## src/rtl/rep_mul_pkg.sv

```systemverilog
`timescale 1ns/1ps
package rep_mul_pkg;
  // Strobes from the controller to the datapath
  typedef struct packed {
    logic load;    // capture operands, clear accumulator
    logic step;    // decrement count, add addend
    logic finish;  // publish accumulator as product
  } mulCtrl_t;
endpackage

```

## src/rtl/rep_mul_ctrl.sv

```systemverilog
`timescale 1ns/1ps
module rep_mul_ctrl
  import rep_mul_pkg::*;
(
  input  logic     clk,
  input  logic     rstN,
  input  logic     startIn,
  input  logic     countZero,
  output mulCtrl_t ctrl,
  output logic     busyOut,
  output logic     doneOut
);
  logic busyReg;
  logic doneReg;

  always_comb begin
    ctrl.load   = startIn && !busyReg;
    ctrl.step   = busyReg && !countZero;
    ctrl.finish = busyReg && countZero;
  end

  always_ff @(posedge clk or negedge rstN) begin
    if (!rstN) begin
      busyReg <= 1'b0;
      doneReg <= 1'b0;
    end else begin
      doneReg <= ctrl.finish;
      if (ctrl.load)
        busyReg <= 1'b1;
      else if (ctrl.finish)
        busyReg <= 1'b0;
    end
  end

  assign busyOut = busyReg;
  assign doneOut = doneReg;

  AST_BUSY_ON_START: assert property (@(posedge clk) disable iff (!rstN)
    (startIn && !busyOut) |=> busyOut);
  AST_DONE_ONE_CYCLE: assert property (@(posedge clk) disable iff (!rstN)
    doneOut |=> !doneOut);
  AST_DONE_IDLE: assert property (@(posedge clk) disable iff (!rstN)
    doneOut |-> !busyOut);
  AST_BUSY_START_IGNORED: assert property (@(posedge clk) disable iff (!rstN)
    (busyOut && startIn && !countZero) |=> busyOut && !doneOut);
endmodule

```

## src/rtl/rep_mul_dp.sv

```systemverilog
`timescale 1ns/1ps
module rep_mul_dp
  import rep_mul_pkg::*;
#(
  parameter int WIDTH = 32
) (
  input  logic             clk,
  input  logic             rstN,
  input  mulCtrl_t         ctrl,
  input  logic [WIDTH-1:0] opCount,
  input  logic [WIDTH-1:0] opAddend,
  output logic             countZero,
  output logic [WIDTH-1:0] prodOut
);
  localparam logic [WIDTH-1:0] ONE  = WIDTH'(1);
  localparam logic [WIDTH-1:0] ZERO = '0;

  logic [WIDTH-1:0] countReg;
  logic [WIDTH-1:0] addendReg;
  logic [WIDTH-1:0] accReg;
  logic [WIDTH-1:0] prodReg;

  always_ff @(posedge clk or negedge rstN) begin
    if (!rstN) begin
      countReg  <= ZERO;
      addendReg <= ZERO;
      accReg    <= ZERO;
    end else if (ctrl.load) begin
      countReg  <= opCount;
      addendReg <= opAddend;
      accReg    <= ZERO;
    end else if (ctrl.step) begin
      countReg  <= countReg - ONE;
      accReg    <= accReg + addendReg;
    end
  end

  always_ff @(posedge clk or negedge rstN) begin
    if (!rstN)
      prodReg <= ZERO;
    else if (ctrl.finish)
      prodReg <= accReg;
  end

  assign countZero = (countReg == ZERO);
  assign prodOut   = prodReg;

  AST_COUNT_DOWN: assert property (@(posedge clk) disable iff (!rstN)
    ctrl.step |=> countReg == $past(countReg) - ONE);
  AST_ADDEND_HELD: assert property (@(posedge clk) disable iff (!rstN)
    ctrl.step |=> $stable(addendReg));
  AST_PROD_HOLD: assert property (@(posedge clk) disable iff (!rstN)
    !ctrl.finish |=> $stable(prodOut));
  AST_ZERO_COUNT: assert property (@(posedge clk) disable iff (!rstN)
    (ctrl.load && opCount == ZERO) |=> ##1 prodOut == ZERO);
endmodule

```

## src/rtl/rep_add_mult.sv

```systemverilog
`timescale 1ns/1ps
module rep_add_mult
  import rep_mul_pkg::*;
#(
  parameter int WIDTH = 32
) (
  input  logic             clk,
  input  logic             rstN,
  input  logic             startIn,
  input  logic [WIDTH-1:0] opCount,
  input  logic [WIDTH-1:0] opAddend,
  output logic             busyOut,
  output logic             doneOut,
  output logic [WIDTH-1:0] prodOut
);
  mulCtrl_t ctrlBus;
  logic     countZero;

  rep_mul_ctrl u_ctrl (
    .clk       (clk),
    .rstN      (rstN),
    .startIn   (startIn),
    .countZero (countZero),
    .ctrl      (ctrlBus),
    .busyOut   (busyOut),
    .doneOut   (doneOut)
  );

  rep_mul_dp #(.WIDTH(WIDTH)) u_dp (
    .clk       (clk),
    .rstN      (rstN),
    .ctrl      (ctrlBus),
    .opCount   (opCount),
    .opAddend  (opAddend),
    .countZero (countZero),
    .prodOut   (prodOut)
  );
endmodule

```

## config.mk

```make
export PLATFORM = sky130hd
export DESIGN_NAME = rep_add_mult
export DESIGN_NICKNAME = d
export VERILOG_FILES = /design/src/rtl/rep_mul_pkg.sv /design/src/rtl/rep_mul_ctrl.sv /design/src/rtl/rep_mul_dp.sv /design/src/rtl/rep_add_mult.sv
export SDC_FILE = /design/constraint.sdc
export NUM_CORES = 1
export LEC_CHECK = 0
export ABC_AREA = 1
export BUFFER_PORTS_ARGS = -buffer_cell sky130_fd_sc_hd__buf_2
export CORE_MARGIN = 10
export CORE_UTILIZATION = 40
export DETAILED_ROUTE_END_ITERATION = 8
export MAX_ROUTING_LAYER = met4
export PLACE_DENSITY = 0.59
export SYNTH_ARGS = -nofsm -noshare
export SYNTH_HDL_FRONTEND = slang
export SYNTH_SLANG_ARGS = --single-unit
```

## constraint.sdc

```tcl
create_clock -name clk -period 1.83 [get_ports clk]
set_input_delay 0.2745 -clock clk [delete_from_list [all_inputs] [get_ports clk]]
set_output_delay 0.2745 -clock clk [all_outputs]
set_load 0.005 [all_outputs]
```

Word-level counts from Yosys, hierarchy flattened
Cells that the tools add are included.
- register bits after elaboration: 130
- bits in writable memories: 0
- memory bits (read-only): 0
- bits in latches: 0
- output and inout port bits: 34
- memories: 0
- input bits: 67
- divide/modulo/power cells: 0
- order comparisons: 0
- equality and inequality tests: 0
- shift operators: 0
- bitwise gates (word level): 0
- mux-type cells: 6
- multipliers: 0
- reduce and logical (&&, ||, !) cells: 8
- $add $sub $neg: 2
- operator list (operator ; count):
    32-bit two-way mux ; 4
    32-bit adder ; 1
    32-bit zero test ; 1
    32-bit by 1-bit subtractor with 32-bit output (second input constant) ; 1
    2-bit nonzero test ; 2
    1-bit logical AND ; 3
    1-bit zero test ; 2
    1-bit two-way mux ; 2

Depth between registers and ports, before layout
- depth in word-level cells: 5
- mapped depth: 13

Modules after synthesis
Synthesis repeated with hierarchy kept, for this count alone.
- cells, all modules: 1121
- area total of the unflattened synthesis: 8134.1 um2
- modules (own cells, without submodules) (module ; sequential area each (um2) ; cells each ; instances ; area each (um2)):
    rep_mul_dp ; 3203.1 ; 1110 ; 1 ; 8047.7
    rep_mul_ctrl ; 50.0 ; 11 ; 1 ; 86.3

Worst setup path before layout
Ideal clock, no wire load.
- path type: register to register
- from: reg u_dp.accReg[0]
- to: reg u_dp.accReg[20]
- cell stages (with the launch flop): 14
- data arrival time: 1654 ps
- path slack: 58 ps
- buffers on the path: 0
- setup time: 119 ps
- cell sequence: dfrtp_1 -> ha_1 -> inv_1 -> fa_1 -> inv_1 -> nand3_1 -> nand3_1 -> nand2_1 -> nand3_1 -> nand2_1 -> nand2_1 -> nand2_1 -> nand3_1 -> o21ai_2
- word-level cells in the longest chain between the ends: 3
- RTL lines (what ; line ; source):
    start, declared ; rep_mul_dp.sv:20 ; logic [WIDTH-1:0] accReg;
    start signal, assigned ; rep_mul_dp.sv:34 ; accReg <= accReg + addendReg;
    32-bit adder ; rep_mul_dp.sv:34 ;
    32-bit two-way mux ; rep_mul_dp.sv:32 ; end else if (ctrl.step) begin
    32-bit two-way mux ; rep_mul_dp.sv:28 ; end else if (ctrl.load) begin
Every way passes these cells. The select of a mux whose other input is x is not followed.
A chain may end at the register's enable or synchronous reset.

Worst setup path in the final report
- from: reg u_dp.addendReg[0]
- to: reg u_dp.accReg[18]
- word-level cells in the longest chain between the ends: 3
- RTL lines (what ; line ; source):
    start, declared ; rep_mul_dp.sv:19 ; logic [WIDTH-1:0] addendReg;
    start signal, assigned ; rep_mul_dp.sv:30 ; addendReg <= opAddend;
    32-bit adder ; rep_mul_dp.sv:34 ;
    32-bit two-way mux ; rep_mul_dp.sv:32 ;
    32-bit two-way mux ; rep_mul_dp.sv:28 ;
Every way passes these cells. The select of a mux whose other input is x is not followed.

==> flow_summary_export.csv <==
group,metric,value,unit
flow_run,maxCapViolCount,0,
timing,hold_viol,0,
layout,diodes,0,
floorplan,coreArea,21200,µm²
setup_path,cp_slowest_cell,"dfrtp_1",
layout,layout_common_cells,"nand2_1 (506), inv_1 (178), buf_4 (137), dfrtp_1 (129), buf_2 (99)",
clock_tree,worstSkewPairLatency,0.43,ns
layout,design_area,12200,µm²
timing,worst_pin_slew,0.384,ns
yosys,synth_warnings,0,
setup_path,r2r_cells,9,
setup_path,rr_endpoint,"u_dp.accReg[18]",
status,outcome,"finished with violations",
grt,grt_usage,19.7,%
setup_path,r2r-start,"u_dp.addendReg[0]",
grt,grt_pass1_wl,43800,µm
yosys,syn_nets,1408,
timing,finalSetupViolCount,43,
clock_tree,clockRootBuffer,"clkbuf_16",
setup_path,startpoint,"u_dp.addendReg[0]",
drt,ant_nets,0,
floorplan,dieArea,28000,µm²
clock_tree,ctsHtreeMaxLevel,4,
layout,drive_gt1_share,30.2,%
clock_tree,tritoncts,"done",
yosys,netlist_area,8680,µm²
worst_hold_path,min_path_type,"in2reg",
yosys,synth_edf_count,0,
grt,grt_max_degree,60,
placed_design,gp_congestion,0.958,
drt,dr.first_iter.drc_count,516,
setup_path,slowest_delay,0.37,ns
worst_hold_path,whs_path_depth,3,
floorplan,pin_count,101,
setup_path,regToRegSetupSlack,-0.08,ns
clock_tree,clk_pin_slew,0.06,ns
drt,routedWlPerCell,15.7,µm
yosys,synth_cells,1307,
grt,gr-total-overflow,0,
floorplan,die_w,167,µm
drt,vias,9048,
timing,worst_hold_slack,0.0431,ns
drt,firstDrtPassIters,6,
floorplan,floorplan.initialDensity,41.0,%
placed_design,portBuffers,100,
placed_design,dp_hpwl,20800,µm
status,failed_checks,"setup timing",
yosys,avgSynthCellArea,6.64,µm²
yosys,ys_seq_area_share,37.5,%
pwr,power_density,571,nW/µm²
setup_path,crit_top_cell,"inv_2",
drt,route.detailed.drc,0,
floorplan,rows,53,
setup_path,crit_chain,"ha_2 -> inv_2 -> fa_2 -> inv_2 -> nand3_2 -> nand3b_1 -> nand2_1 -> a21oi_1 -> o21ai_1",
setup_path,worstSetupEndpointType,"register",
yosys,ys_types,39,
timing,period_minus_slack,1.91,ns
layout,post-route-util,57.9,%
layout,num-nets-final,1658,
clock_tree,cts_buffers,17,
pwr,p_leak,6.68,nW
clock_tree,clock-sinks,130,
yosys,yosys_most_used_dff,"dfrtp_1",
pwr,p_total,6.99,mW
setup_path,startpoint_type,"register",
floorplan,die_y,167,µm
setup_path,critPathArrivalTime,2.21,ns
timing,slew_viol_final,0,
timing,slew-limit-headroom,74.4,%
setup_path,worstPathRequired,2.13,ns
drt,routed_wl,28900,µm
timing,worst_slack,-0.0810,ns
timing,fmax,523,MHz
clock_tree,cts_buffer_depth,2,
placed_design,dpl_cell_area,10500,µm²
grt,antenna_found_initial,0,
grt,grt_pass1_vias,8733,
pwr,peakVddDrop,0.000583,V
yosys,ys_async_sr_fraction,100,%
timing,final.period_utilization,104,%
timing,fin_worst_skew,0.0104,ns
setup_path,crit_fanout,4,
layout,area_growth,41.1,%
timing,timing.setup.tns,-1.25,ns
layout,final_common_cell,"nand2_1",
drt,vias_per_cell,4.90,
setup_path,crit_type,"reg2reg",
yosys,ys_seq_elements,130,
timing,rsz0062_at_grt,"true",
setup_path,worstSetupEndpoint,"u_dp.accReg[18]",
repair_timing:
item / in CTS / in global routing
cloned: 0 / 6
pin swaps: 16 / 37
buffers inserted: 5 / 19
endpoints found under the setup margin: 76 / 75
resized for setup: 43 / 129
endpoints found under the hold margin: 24 / 0
hold buffers: 1 / 0
layer usage:
layer | part of all wire, % | vias to the layer above | GRT usage, %
met5 | 0 | - | -
met3 | 4.5 | 57 | 3.14
met2 | 48 | 257 | 32.1
met1 | 45 | 4183 | 24.6
met4 | 2.5 | 0 | 5.90
li1 | - | 4551 | -
critical path, delay by kind of cell, from the launching register on:
family / cells / cell delay (ns)
AOI/OAI and AO/OA: 2 / 0.24
buffers and inverters: 2 / 0.14
DFF: 1 / 0.37
and+or+nand+nor: 3 / 0.46
adders and majority gates: 2 / 0.56
layout make-up:
cell class | count | area [µm²]
clock buffers | 20 | 447
well taps | 275 | 344
flip-flops and latches | 130 | 3250
inverters | 188 | 713
clock inverters | 12 | 230
fillers | 1966 | 8910
multi-input cells | 956 | 5230
repair buffers | 264 | 2020
report_power, final:
part	total [mW]	leakage [nW]	internal, mW	switching (mW)
logic	0.145	4.69	0.0608	0.0838
registers	2.87	1.67	2.87	0
clock network	3.97	0.321	2.60	1.37
total	6.99	6.68	5.54	1.45
cells by family after synthesis:
logic type                 Yosys count  share of synthesized area (%)
buffers and inverters              221                           10.6
DFF                                130                           37.5
AOI/OAI and AO/OA                  113                           8.16
xor gates and xnor gates            17                           1.72
and+or+nand+nor                    792                           37.0
adders and majority gates           34                           4.99
synth_stat cells (2+ instances only):
| cell type | n | area share, % |
|---|---|---|
| or2_2 | 6 | 0.43 |
| clkbuf_1 | 10 | 0.43 |
| nor2_2 | 7 | 0.50 |
| o21ai_0 | 32 | 1.8 |
| nand3b_1 | 3 | 0.26 |
| buf_6 | 9 | 1.2 |
| nor2_1 | 107 | 4.6 |
| nand3_1 | 88 | 5.1 |
| o31ai_1 | 2 | 0.17 |
| o22ai_2 | 8 | 1.2 |
| xor2_1 | 11 | 1.1 |
| buf_2 | 10 | 0.58 |
| inv_2 | 4 | 0.17 |
| a21oi_1 | 25 | 1.4 |
| nand2_1 | 551 | 24 |
| buf_4 | 3 | 0.26 |
| nor3_1 | 10 | 0.58 |
| xnor2_1 | 6 | 0.61 |
| o21bai_1 | 2 | 0.17 |
| a21o_1 | 2 | 0.17 |
| o21ai_2 | 17 | 1.7 |
| inv_1 | 183 | 7.9 |
| ha_1 | 33 | 4.8 |
| nand4_1 | 11 | 0.79 |
| nand3_2 | 2 | 0.23 |
| o21ai_1 | 23 | 1.3 |
| dfrtp_1 | 130 | 37 |
how the worst min path moves through the flow:
stage	from	endpoint	slack, ns
after floorplan	rstN	u_ctrl.busyOut	-0.02
after global placement	rstN	u_dp.countReg[25]	0.18
after detailed placement	rstN	u_dp.countReg[25]	0.18
after CTS	opAddend[4]	u_dp.addendReg[4]	0.03
after global routing	opAddend[28]	u_dp.addendReg[28]	0.04
final	opAddend[4]	u_dp.addendReg[4]	0.04
flip-flops by register name, summed over array words and instances, names as in the netlist:
| signal | flops |
|---|---|
| u_dp.accReg | 32 |
| u_dp.addendReg | 32 |
| u_dp.countReg | 32 |
| u_dp.prodOut | 32 |
| u_ctrl.busyOut | 1 |
| u_ctrl.doneOut | 1 |
per-stage QoR:
step           instances  setup WS [ns]
6_report            1845        -0.0810
5_1_grt             1845         -0.161
4_1_cts             1820        -0.0525
3_5_place_dp        1782         -0.194
3_3_place_gp        1782         -0.127
2_1_floorplan       1307         0.0578
(Power assumes the default switching activity.)
